`config.mk`:
```
export PLATFORM = sky130hd
export DESIGN_NAME = stagger_start_seq
export DESIGN_NICKNAME = d
export VERILOG_FILES = /design/src/rtl/stagger_pkg.sv /design/src/rtl/stagger_gap_timer.sv /design/src/rtl/stagger_run_ctl.sv /design/src/rtl/stagger_seq_fsm.sv /design/src/rtl/stagger_start_seq.sv
export SDC_FILE = /design/constraint.sdc
export NUM_CORES = 1
export LEC_CHECK = 0
export BUFFER_PORTS_ARGS = -buffer_cell sky130_fd_sc_hd__buf_2
export CORE_AREA = 4 4 62 53
export DETAILED_ROUTE_END_ITERATION = 12
export DIE_AREA = 0 0 66 57
export HOLD_SLACK_MARGIN = 0.12
export MAX_ROUTING_LAYER = met4
export PLACE_DENSITY_LB_ADDON = 0.3
export SETUP_SLACK_MARGIN = 0.05
export SLEW_MARGIN = 0
export SYNTH_ARGS = -nofsm -noshare
export SYNTH_HDL_FRONTEND = slang
export SYNTH_SLANG_ARGS = --single-unit
```
`constraint.sdc`:
```
create_clock -name clk -period 1.5 [get_ports clk]
set_clock_uncertainty 0.1 [all_clocks]
set_input_delay 0.3 -clock clk [delete_from_list [all_inputs] [get_ports clk]]
set_output_delay 0.3 -clock clk [all_outputs]
set_load 0.01 [all_outputs]
```
`src/rtl/stagger_pkg.sv`:
```
package stagger_pkg;
  typedef enum logic [1:0] {
    SEQ_IDLE    = 2'd0,
    SEQ_LAUNCH  = 2'd1,
    SEQ_RUNNING = 2'd2
  } seq_state_t;
endpackage

```
`src/rtl/stagger_gap_timer.sv`:
```
module stagger_gap_timer #(
  parameter int N_UNITS = 3,
  parameter int SPACE_W = 8,
  localparam int IDX_W  = (N_UNITS > 1) ? $clog2(N_UNITS) : 1
) (
  input  logic               clk,
  input  logic               rst_n,
  input  logic               launch_i,
  input  logic [SPACE_W-1:0] spacing_i,
  output logic [N_UNITS-1:0] start_o,
  output logic               last_start_o
);
  logic               active_q;
  logic [SPACE_W-1:0] gap_q;
  logic [SPACE_W-1:0] cnt_q;
  logic [IDX_W-1:0]   idx_q;
  logic               gap_hit;

  function automatic logic gap_reached(input logic [SPACE_W-1:0] c,
                                       input logic [SPACE_W-1:0] g);
    return c == g;
  endfunction

  function automatic logic is_last(input logic [IDX_W-1:0] i);
    return i == IDX_W'(N_UNITS - 1);
  endfunction

  assign gap_hit = active_q && gap_reached(cnt_q, gap_q);

  always_comb begin
    start_o = '0;
    if (launch_i) begin
      if (spacing_i == '0) start_o = '1;
      else                 start_o[0] = 1'b1;
    end else if (gap_hit) begin
      for (int k = 0; k < N_UNITS; k++)
        if (idx_q == IDX_W'(k)) start_o[k] = 1'b1;
    end
  end

  assign last_start_o = start_o[N_UNITS-1];

  always_ff @(posedge clk or negedge rst_n) begin
    if (!rst_n) begin
      active_q <= 1'b0;
      gap_q    <= '0;
      cnt_q    <= '0;
      idx_q    <= '0;
    end else if (launch_i) begin
      gap_q    <= spacing_i;
      cnt_q    <= SPACE_W'(1);
      idx_q    <= IDX_W'(1);
      active_q <= (spacing_i != '0) && (N_UNITS > 1);
    end else if (active_q) begin
      if (gap_hit) begin
        cnt_q <= SPACE_W'(1);
        idx_q <= idx_q + IDX_W'(1);
        if (is_last(idx_q)) active_q <= 1'b0;
      end else begin
        cnt_q <= cnt_q + SPACE_W'(1);
      end
    end
  end


  gap_bound_chk: assert property (@(posedge clk) disable iff (!rst_n)
    active_q |-> (cnt_q <= gap_q && cnt_q != '0));


  one_at_a_time_chk: assert property (@(posedge clk) disable iff (!rst_n)
    (!launch_i) |-> $onehot0(start_o));


  zero_gap_no_timer_chk: assert property (@(posedge clk) disable iff (!rst_n)
    active_q |-> gap_q != '0);
endmodule

```
`src/rtl/stagger_run_ctl.sv`:
```
module stagger_run_ctl #(
  parameter int N_UNITS = 3
) (
  input  logic               clk,
  input  logic               rst_n,
  input  logic [N_UNITS-1:0] start_i,
  input  logic [N_UNITS-1:0] stop_i,
  output logic [N_UNITS-1:0] run_o
);
  for (genvar u = 0; u < N_UNITS; u++) begin : g_unit
    always_ff @(posedge clk or negedge rst_n) begin
      if (!rst_n)           run_o[u] <= 1'b0;
      else if (start_i[u])  run_o[u] <= 1'b1;
      else if (stop_i[u])   run_o[u] <= 1'b0;
    end


    no_retrigger_chk: assert property (@(posedge clk) disable iff (!rst_n)
      run_o[u] |-> !start_i[u]);


    stop_clears_chk: assert property (@(posedge clk) disable iff (!rst_n)
      (run_o[u] && stop_i[u]) |=> !run_o[u]);
  end
endmodule

```
`src/rtl/stagger_seq_fsm.sv`:
```
module stagger_seq_fsm
  import stagger_pkg::*;
#(
  parameter int N_UNITS = 3
) (
  input  logic               clk,
  input  logic               rst_n,
  input  logic               run_req_i,
  input  logic               last_start_i,
  input  logic [N_UNITS-1:0] run_i,
  input  logic [N_UNITS-1:0] stop_i,
  output logic               launch_o,
  output logic               busy_o
);
  seq_state_t state_q, state_d;
  logic       drain_done;

  function automatic logic none_left(input logic [N_UNITS-1:0] r,
                                     input logic [N_UNITS-1:0] s);
    return (r & ~s) == '0;
  endfunction

  assign launch_o   = (state_q == SEQ_IDLE) && run_req_i;
  assign drain_done = none_left(run_i, stop_i);

  always_comb begin
    state_d = state_q;
    unique case (state_q)
      SEQ_IDLE:    if (launch_o) state_d = last_start_i ? SEQ_RUNNING : SEQ_LAUNCH;
      SEQ_LAUNCH:  if (last_start_i) state_d = SEQ_RUNNING;
      SEQ_RUNNING: if (drain_done) state_d = SEQ_IDLE;
      default:     state_d = SEQ_IDLE;
    endcase
  end

  always_ff @(posedge clk or negedge rst_n) begin
    if (!rst_n) state_q <= SEQ_IDLE;
    else        state_q <= state_d;
  end

  assign busy_o = (state_q != SEQ_IDLE);


  busy_covers_run_chk: assert property (@(posedge clk) disable iff (!rst_n)
    (!busy_o) |-> (run_i == '0));
endmodule

```
`src/rtl/stagger_start_seq.sv`:
```
module stagger_start_seq #(
  parameter int N_UNITS = 3,
  parameter int SPACE_W = 8
) (
  input  logic               clk,
  input  logic               rst_n,
  input  logic               run_req,
  input  logic [SPACE_W-1:0] spacing,
  input  logic [N_UNITS-1:0] stop_evt,
  output logic [N_UNITS-1:0] unit_run,
  output logic               busy
);
  logic               launch;
  logic               last_start;
  logic [N_UNITS-1:0] start_vec;

  stagger_gap_timer #(.N_UNITS(N_UNITS), .SPACE_W(SPACE_W)) u_timer (
    .clk(clk), .rst_n(rst_n), .launch_i(launch), .spacing_i(spacing),
    .start_o(start_vec), .last_start_o(last_start)
  );

  stagger_run_ctl #(.N_UNITS(N_UNITS)) u_run (
    .clk(clk), .rst_n(rst_n), .start_i(start_vec), .stop_i(stop_evt),
    .run_o(unit_run)
  );

  stagger_seq_fsm #(.N_UNITS(N_UNITS)) u_fsm (
    .clk(clk), .rst_n(rst_n), .run_req_i(run_req), .last_start_i(last_start),
    .run_i(unit_run), .stop_i(stop_evt), .launch_o(launch), .busy_o(busy)
  );
endmodule

```
=== Yosys cells after proc, flatten, opt, wreduce, memory -nomap -nowiden ===
Cells that the tools add are included.

* Add/sub/neg operators: 2
* Multiply operators: 0
* Div/mod/pow operators: 0
* Magnitude comparators: 0
* Equality and inequality tests: 8
* Shifts and indexed selects: 0
* Muxes and demuxes: 27
* Bitwise operators: 2
* Reduce and logical (&&, ||, !) cells: 15

{| class="wikitable"
|+ Operators by type and width
! cell !! count
|-
| 8-bit 2-to-1 mux || 3
|-
| 2-bit 2-to-1 mux || 8
|-
| 1-bit 2-to-1 mux || 13
|-
| 2-bit nonzero test || 6
|-
| 8-bit by 1-bit adder with 8-bit output, second input constant || 1
|-
| 8-bit == test || 1
|-
| 8-bit logical NOT || 1
|-
| 8-bit nonzero test || 1
|-
| 3-bit 2-to-1 mux || 2
|-
| 2-bit case mux with 3 select lines || 1
|-
| 2-bit by 1-bit == test with 1-bit output, second input constant || 2
|-
| 2-bit == test, second input constant || 2
|-
| 2-bit logical NOT || 2
|-
| 2-bit != test, second input constant || 2
|-
| 3-bit AND || 1
|-
| 3-bit logical NOT || 1
|-
| 3-bit inverter || 1
|-
| 3-bit AND reduction || 1
|-
| 2-bit by 1-bit adder with 2-bit output, second input constant || 1
|-
| 1-bit logical AND || 2
|-
| 2-bit by 1-bit != test with 1-bit output, second input constant || 1
|-
| 2-bit AND reduction || 1
|}

* Flip-flop bits (word level): 24
* Bits in latches: 0
* RAM bits: 0
* Memory bits (read-only): 0
* Bits of input ports: 14
* Output and inout bits: 4
* Logic and storage cells: 62
* Memories kept: 0

=== Logic depth before layout (Yosys ltp) ===
Gate-level depths: netlist of the first run.

* Depth in word-level cells: 7
* Depth in mapped cells: 6
* Depth with buffers taken out: 5

=== Hierarchy ===
A second synthesis of the first run with hierarchy kept.

* Cells, all modules: 117
* Area total of the unflattened synthesis: 1297.5 sq um

{| class="wikitable"
|+ By module, submodules not included
! module !! times used !! cells an instance !! area each (sq um) !! seq. area each (sq um)
|-
| stagger_gap_timer || 1 || 94 || 1076.0 || 475.5
|-
| stagger_seq_fsm || 1 || 14 || 112.6 || 50.0
|-
| stagger_run_ctl || 1 || 9 || 108.9 || 75.1
|}

=== Worst setup path after synthesis of the first run ===
Ideal clock, no wire load.

* Path type: register -> register
* Start point: register u_timer.cnt_q[2]
* End point: register u_timer.idx_q[0]
* Library setup time: 79 ps
* Arrival: 1417 ps
* Data required time: 1321 ps
* Slack: -96 ps
* Stages on the path, launching flop included: 7
* Buffers on the path: 2
* Period minus slack after synthesis: 1596 ps
* Cells stage by stage: dfrtp_1 > xor2_1 > nor4_2 > and3_1 > buf_6 > buf_12 > mux2i_1

* Word-level cells in the longest chain between the ends: 4

{| class="wikitable"
|+ RTL lines
! what !! line !! RTL
|-
| from (decl) || stagger_gap_timer.sv:15 || <nowiki>logic [SPACE_W-1:0] cnt_q;</nowiki>
|-
| from (signal assigned) || stagger_gap_timer.sv:60 || <nowiki>cnt_q <= cnt_q + SPACE_W'(1);</nowiki>
|-
| 8-bit == test || stagger_gap_timer.sv:21 || <nowiki>return c == g;</nowiki>
|-
| 1-bit logical AND || stagger_gap_timer.sv:28 || <nowiki>assign gap_hit = active_q && gap_reached(cnt_q, gap_q);</nowiki>
|-
| 2-bit nonzero test (no line) || - ||
|-
| 2-bit AND reduction (no line) || - ||
|-
| to (signal assigned) || stagger_gap_timer.sv:57 || <nowiki>idx_q <= idx_q + IDX_W'(1);</nowiki>
|-
| to (decl) || stagger_gap_timer.sv:16 || <nowiki>logic [IDX_W-1:0] idx_q;</nowiki>
|}

Every way passes these cells.
A chain may end at the register's enable or synchronous reset.

=== Worst setup path after layout of the first run ===
* Start point: register u_timer.gap_q[7]
* End point: register u_timer.idx_q[1]

* Word-level cells in the longest chain between the ends: 4

{| class="wikitable"
|+ RTL lines
! what !! line !! RTL
|-
| from (decl) || stagger_gap_timer.sv:14 || <nowiki>logic [SPACE_W-1:0] gap_q;</nowiki>
|-
| from (signal assigned) || stagger_gap_timer.sv:50 || <nowiki>gap_q <= spacing_i;</nowiki>
|-
| 8-bit == test || stagger_gap_timer.sv:21 ||
|-
| 1-bit logical AND || stagger_gap_timer.sv:28 ||
|-
| 2-bit nonzero test (no line) || - ||
|-
| 2-bit AND reduction (no line) || - ||
|}

Every way passes these cells.

==> results of run 1 <==
## cell usage after synthesis (all sizes together), types with 3 or more instances
library cell / instances / share of area (%)
and3: 4 / 2.2
xor2: 12 / 8.3
ha: 4 / 3.9
mux2i: 3 / 2.4
nand3: 3 / 1.2
buf: 4 / 3.2
nor2: 6 / 1.8
nor2b: 4 / 2.0
dfrtp: 24 / 47
nand2: 31 / 9.1
nor4: 3 / 2.0
nor3: 7 / 2.8
inv: 4 / 1.2
## power by group
group | leakage [nW] | switching (W) | total (W) | internal [W]
clock network | 0.0210 | 0.000194 | 0.000343 | 0.000148
logic | 0.542 | 0.000533 | 0.00106 | 0.000531
registers | 0.300 | 0.000150 | 0.00100 | 0.000853
total | 0.863 | 0.000877 | 0.00241 | 0.00153
## cell type report
cell class / count / area [um^2] / share of cell area (%)
Inverter: 4 / 15.0 / 0.881
Tap cell: 38 / 47.5 / 2.79
Multi-Input combinational cell: 96 / 652 / 38.3
Clock buffer: 4 / 36.3 / 2.13
Timing Repair Buffer: 47 / 353 / 20.7
Sequential cell: 24 / 601 / 35.2
## per-stage QoR
step	total power, W	TNS (ps)	instance area [um^2]	hold WS, ps	util (%)
global placement	0.00193	-963	1520	207	57.1
finish	0.00241	-2110	1700	261	64.1
global route	0.00259	-3160	1700	244	64.1
CTS	0.00236	-2020	1670	245	62.9
floorplan	0.00161	-216	1270	-95.6	-
detailed placement	0.00199	-2070	1520	213	57.1
## final timing paths
kind,startpoint,slack (ps),end,cells past startpoint
max in group asynchronous,rst_n,560,u_timer.gap_q[1],2
hold / removal,stop_evt[0],260,u_run.run_o[0],3
hold reg to reg,u_timer.gap_q[4],410,u_timer.gap_q[4],2
min in group asynchronous,rst_n,380,u_timer.gap_q[7],2
setup reg to reg,u_timer.gap_q[7],-190,u_timer.idx_q[1],5
setup / recovery,u_timer.gap_q[7],-190,u_timer.idx_q[1],5
## state kept, by name, summed over array words and instances (netlist names)
name / cells
u_timer.gap_q: 8
u_timer.active_q: 1
u_timer.idx_q: 2
u_timer.cnt_q: 8
u_fsm.state_q: 2
u_run.run_o: 3
## layer usage
| metal | track usage [%] | vias to the layer above | share of wire (%) |
|---|---|---|---|
| met5 | - | - | 0 |
| met4 | 3.77 | 0 | 0.90 |
| met3 | 4.33 | 4 | 4.8 |
| met2 | 28.0 | 23 | 49 |
| met1 | 23.2 | 521 | 46 |
| li1 | - | 533 | - |
## cell families (layout without fill, tap and decap cells)
logic type | Yosys count | count (layout)
simple gates | 64 | 64
xor+xnor | 13 | 13
flops | 24 | 24
compound gates | 12 | 12
buf+inv | 10 | 55
mux | 3 | 3
fa+ha+maj | 4 | 4
## worst max-delay path, stage by stage (launching register included)
cell and delay, ps:
dfrtp_1 440, xor2_2 200, nor4_4 320, and3_4 260
buf_12 120, mux2i_1 180
## repair_timing
item	CTS	global route
buffers inserted	1	1
setup endpoints to repair	24	23
pin swaps	2	4
resized for setup	5	4
hold buffers	9	0
endpoints found under the hold margin	32	0
==> flow_summary.yaml, run 1 <==
run_status:
  status: "finished, violations left"
  violations: "negative setup slack"
routing:
  wl_um: 2990
  via_count: 1081
  viasPerCell: 5.08
  dr.pass1.iters: 4
  wl_per_cell_um: 14.1
  drtIter0Drc: 46
  drtAntennaViolNets: 0
  route.detailed.drc: 0
synthesis:
  synth-seq-cells: 24
  ys_warn_count: 0
  synth_edf_count: 0
  async_flop_share_pct: 100
  synth_nets: 148
  yosys.area_share.simple_pct: 24.4
  syn_inst: 130
  ys.flop_type: "dfrtp_1"
  yosysSeqAreaShare_pct: 47.2
  synth-compound-area-share_pct: 8.25
  synth_top_family_by_area: "simple AND/OR/NAND/NOR gates"
  synth_cell_types: 33
  synthMuxAreaShare_pct: 2.36
  synth_xor_area_share_pct: 8.94
  synth_area_mm2: 0.00127
  syn_avg_cell_area_um2: 9.80
  synthAdderAreaFrac_pct: 3.93
timing:
  maxSlewViolCount: 0
  worst-slew-pin-transition_ps: 544
  maxSlewHeadroom_pct: 63.8
  hold_viol: 0
  setup_viol: 16
  fin_crit_ps: 1690
  fin_ws_ps: -192
  fin_crit_sh_pct: 113
  fmax_mhz: 591
  rsz0062_at_grt: "true"
placed_design:
  gp_congestion: 0.854
  io_buffer_count: 17
  place_hpwl_um: 2220
  place_ws_ps: -203
  dp.cells: 198
global_route:
  grt_pass1_wl_um: 5020
  grt_max_degree: 25
  grt_util_all_layers_pct: 17.7
  grt_antenna_before_repair: 0
  grt-ovfl-total: 0
  grt_pass1_vias: 1094
floorplan:
  die_h_um: 57
  rows: 17
  dieWidth_um: 66
  start_util_pct: 47.9
  io_pins: 18
  core_area_mm2: 0.00266
  die_area_mm2: 0.00376
finish:
  syn_to_final_growth_pct: 33.8
  fillers: 213
  n_antenna_cell: 0
  layout_common_cells: "nand2_1, dfrtp_1, buf_4, buf_2, xor2_1"
  drive_gt1_share_pct: 30.9
  fin_cells: 213
  layout_commonest_cell: "nand2_1"
  final_nets: 194
clock_tree:
  clkTransAtPathRegs_ps: 130
  cts_root_buf: "clkbuf_4"
  cts_buffers: 3
  htree_levels: 1
  cts_tree: "yes"
  numClockSinks: 24
  max-clock-path-buffers: 2
  insertion_delay_ps: 320
setup_path:
  critPathMaxFanout: 9
  worstPathArrival_ps: 1840
  worstSetupPathType: "reg -> reg"
  crit_path_end_kind: "flop"
  required_ps: 1650
  startpoint_type: "flop"
power:
  p_per_area_mw_per_mm2: 1410
  ir_drop_uv: 896
  p_leak_nw: 0.863
worst_hold_path:
  hold_class: "in -> reg"
job:
  maxCapViolations: 0
(Power assumes the default switching activity.)
==> run 2, diff against run 1 <==
--- a/config.mk
+++ b/config.mk
@@ -5,10 +5,11 @@
 export SDC_FILE = /design/constraint.sdc
 export NUM_CORES = 1
 export LEC_CHECK = 0
+export ABC_AREA = 1
 export BUFFER_PORTS_ARGS = -buffer_cell sky130_fd_sc_hd__buf_2
-export CORE_AREA = 4 4 62 53
+export CORE_AREA = 4 4 63 53
 export DETAILED_ROUTE_END_ITERATION = 12
-export DIE_AREA = 0 0 66 57
+export DIE_AREA = 0 0 67 57
 export HOLD_SLACK_MARGIN = 0.12
 export MAX_ROUTING_LAYER = met4
 export PLACE_DENSITY_LB_ADDON = 0.3
==> flow_summary.yaml, run 2 <==
floorplan:
  io_pins: 18
  die_area_mm2: 0.00382
  die_h_um: 57
  core_area_mm2: 0.00270
  rows: 17
  start_util_pct: 48.4
  dieWidth_um: 67
clock_tree:
  htree_levels: 1
  cts_buffers: 3
  insertion_delay_ps: 320
  cts_tree: "yes"
  max-clock-path-buffers: 2
  cts_root_buf: "clkbuf_4"
  clkTransAtPathRegs_ps: 120
  numClockSinks: 24
finish:
  syn_to_final_growth_pct: 25.8
  layout_commonest_cell: "nand2_1"
  multi_input_area_um2: 636
  largestRegisters: "u_timer.cnt_q: 8 flops, u_timer.gap_q: 8 flops, u_run.run_o: 3 flops"
  register_area_um2: 602
  drive_gt1_share_pct: 28.5
  fillers: 266
  n_antenna_cell: 0
  final_area_mm2: 0.00165
  final_core_util_pct: 61.0
  layout_common_cells: "nand2_1, dfrtp_1, inv_1, buf_2, nor2_1"
  final_nets: 219
global_route:
  grt_antenna_before_repair: 0
  grt_pass1_wl_um: 4610
  grt_max_degree: 25
  grt_util_all_layers_pct: 16.3
  grt-ovfl-total: 0
  grt_pass1_vias: 1051
routing:
  viasPerCell: 4.93
  wl_um: 2920
  via_count: 1174
  drtAntennaViolNets: 0
  met1_length_um: 1360
  route.detailed.drc: 0
  wl_met3_um: 157
  dr.pass1.iters: 4
  drtIter0Drc: 33
  top_layer: "met4"
  wl_per_cell_um: 12.3
  wl_met2_um: 1360
synthesis:
  synth-seq-cells: 24
  syn_avg_cell_area_um2: 7.84
  synth_edf_count: 0
  synth_top_area_share_pct: 45.9
  ys_warn_count: 0
  ys.flop_type: "dfrtp_1"
  synth.most_common_cell: "nand2_1"
  yosys.area.top_type: "dfrtp_1"
  async_flop_share_pct: 100
  synth_nets: 185
  synthTopCellsByArea: "dfrtp_1, nand2_1, inv_1"
  syn_inst: 167
  synth_area_mm2: 0.00131
  yosys-top-cells-count: "nand2_1, dfrtp_1, inv_1"
  synth_cell_types: 25
  yosysSeqAreaShare_pct: 45.9
timing:
  fin_ws_ps: 49.3
  worst-slew-pin-transition_ps: 533
  tns_ps: 0
  maxSlewViolCount: 0
  setup_viol: 0
  fin_crit_ps: 1450
  hold_slack_ps: 122
  hold_viol: 0
  fmax_mhz: 689
  maxSlewHeadroom_pct: 64.5
  rsz0062_at_grt: "true"
  fin_crit_sh_pct: 96.7
placed_design:
  place_ws_ps: 56.1
  io_buffer_count: 17
  gp_congestion: 0.898
  place_hpwl_um: 2180
  place_area_mm2: 0.00146
setup_path:
  critPathMaxFanout: 6
  r2r-start: "u_timer.cnt_q[5]"
  startpoint: "u_timer.cnt_q[5]"
  r2r_setup_slack_ps: 50
  required_ps: 1610
  r2r_end: "u_timer.cnt_q[4]"
  crit_path_end_kind: "flop"
  startpoint_type: "flop"
  cp-endpoint: "u_timer.cnt_q[4]"
  worstSetupPathType: "reg -> reg"
  worstPathArrival_ps: 1560
  ff2ff_path_depth: 9
run_status:
  status: "completed"
power:
  p_per_area_mw_per_mm2: 630
  p_leak_nw: 0.869
  ir_drop_uv: 550
worst_hold_path:
  hold_class: "in -> reg"
job:
  maxCapViolations: 0
[run 2: cell count changes in the layout (fill, tap and decap cells not counted), moves of 3 or more]
cell     previous run  this run
xor2_1             11         4
buf_4              18         6
nand3_1             3         8
nor2b_1             4         0
a21oi_1             0         5
inv_2               0         9
nand2_2             1         5
nand3_2             0         4
o21ai_1             0         6
mux2i_1             3         0
inv_1               4        18
nand2_4             0         3
nand2_1            30        44
nor2_1              5        13
[run 2: logic make-up after synthesis]
family / count (synthesis) / share of synthesized area [%]
AND/OR/NAND/NOR: 90 / 32.2
buffers and inverters: 30 / 8.89
AO/OA/AOI/OAI: 15 / 6.50
XOR/XNOR: 4 / 2.68
flip-flops: 24 / 45.9
adder cells (fa/ha/maj): 4 / 3.82
[run 2: worst min path at each step]
stage | from | to | slack [ps] | cells past startpoint
3_3_place_gp | rst_n | u_timer.gap_q[6] | 210 | 1
4_1_cts | spacing[1] | u_timer.gap_q[1] | 120 | 3
3_5_place_dp | rst_n | u_timer.gap_q[6] | 210 | 1
5_1_grt | stop_evt[1] | u_run.run_o[1] | 120 | 3
6_report | spacing[3] | u_timer.gap_q[3] | 120 | 3
2_1_floorplan | rst_n | u_fsm.state_q[0] | -100 | 0
[run 2: report_power, final]
group / switching (W) / total (W) / internal, W
combinational: 0.0000243 / 0.0000495 / 0.0000252
clock: 0.000192 / 0.000340 / 0.000149
sequential: 0.0000000000000000000795 / 0.000647 / 0.000647
[run 2: per-stage QoR]
| step | std cells | power, W |
|---|---|---|
| floorplan | 167 | 0.000662 |
| finish | 238 | 0.00104 |
| detailed placement | 224 | 0.000695 |
| global placement | 224 | 0.000694 |
| global route | 238 | 0.00108 |
| CTS | 234 | 0.00104 |
[run 2: layout make-up]
class | count | share of cell area [%]
Multi-Input combinational cell | 113 | 38.6
Sequential cell | 24 | 36.6
Timing Repair Buffer | 31 | 13.2
Inverter | 28 | 6.53
Tap cell | 38 | 2.89
Clock buffer | 4 | 2.20
[run 2: critical path: stages, from the launching register on]
cell and delay, ps:
dfrtp_1 440, buf_4 150, nand2_1 50, nand2_1 70, inv_2 60, nand3_2 90
nor2_4 140, nand2_4 100, nand2_4 100, nor3_1 50
[run 2: routing by layer]
layer  vias up  track usage (%)
met3         7             4.72
met5         -                -
met2        31             23.9
met4         0             2.60
li1        587                -
met1       549             22.7
[run 2: repair_timing]
item | CTS | global route
gates resized for setup | 1 | 14
endpoints found under the hold margin | 29 | 1
endpoints found under the setup margin | 2 | 16
pin swaps | 0 | 4
hold buffers | 6 | 1
setup buffers | 0 | 3
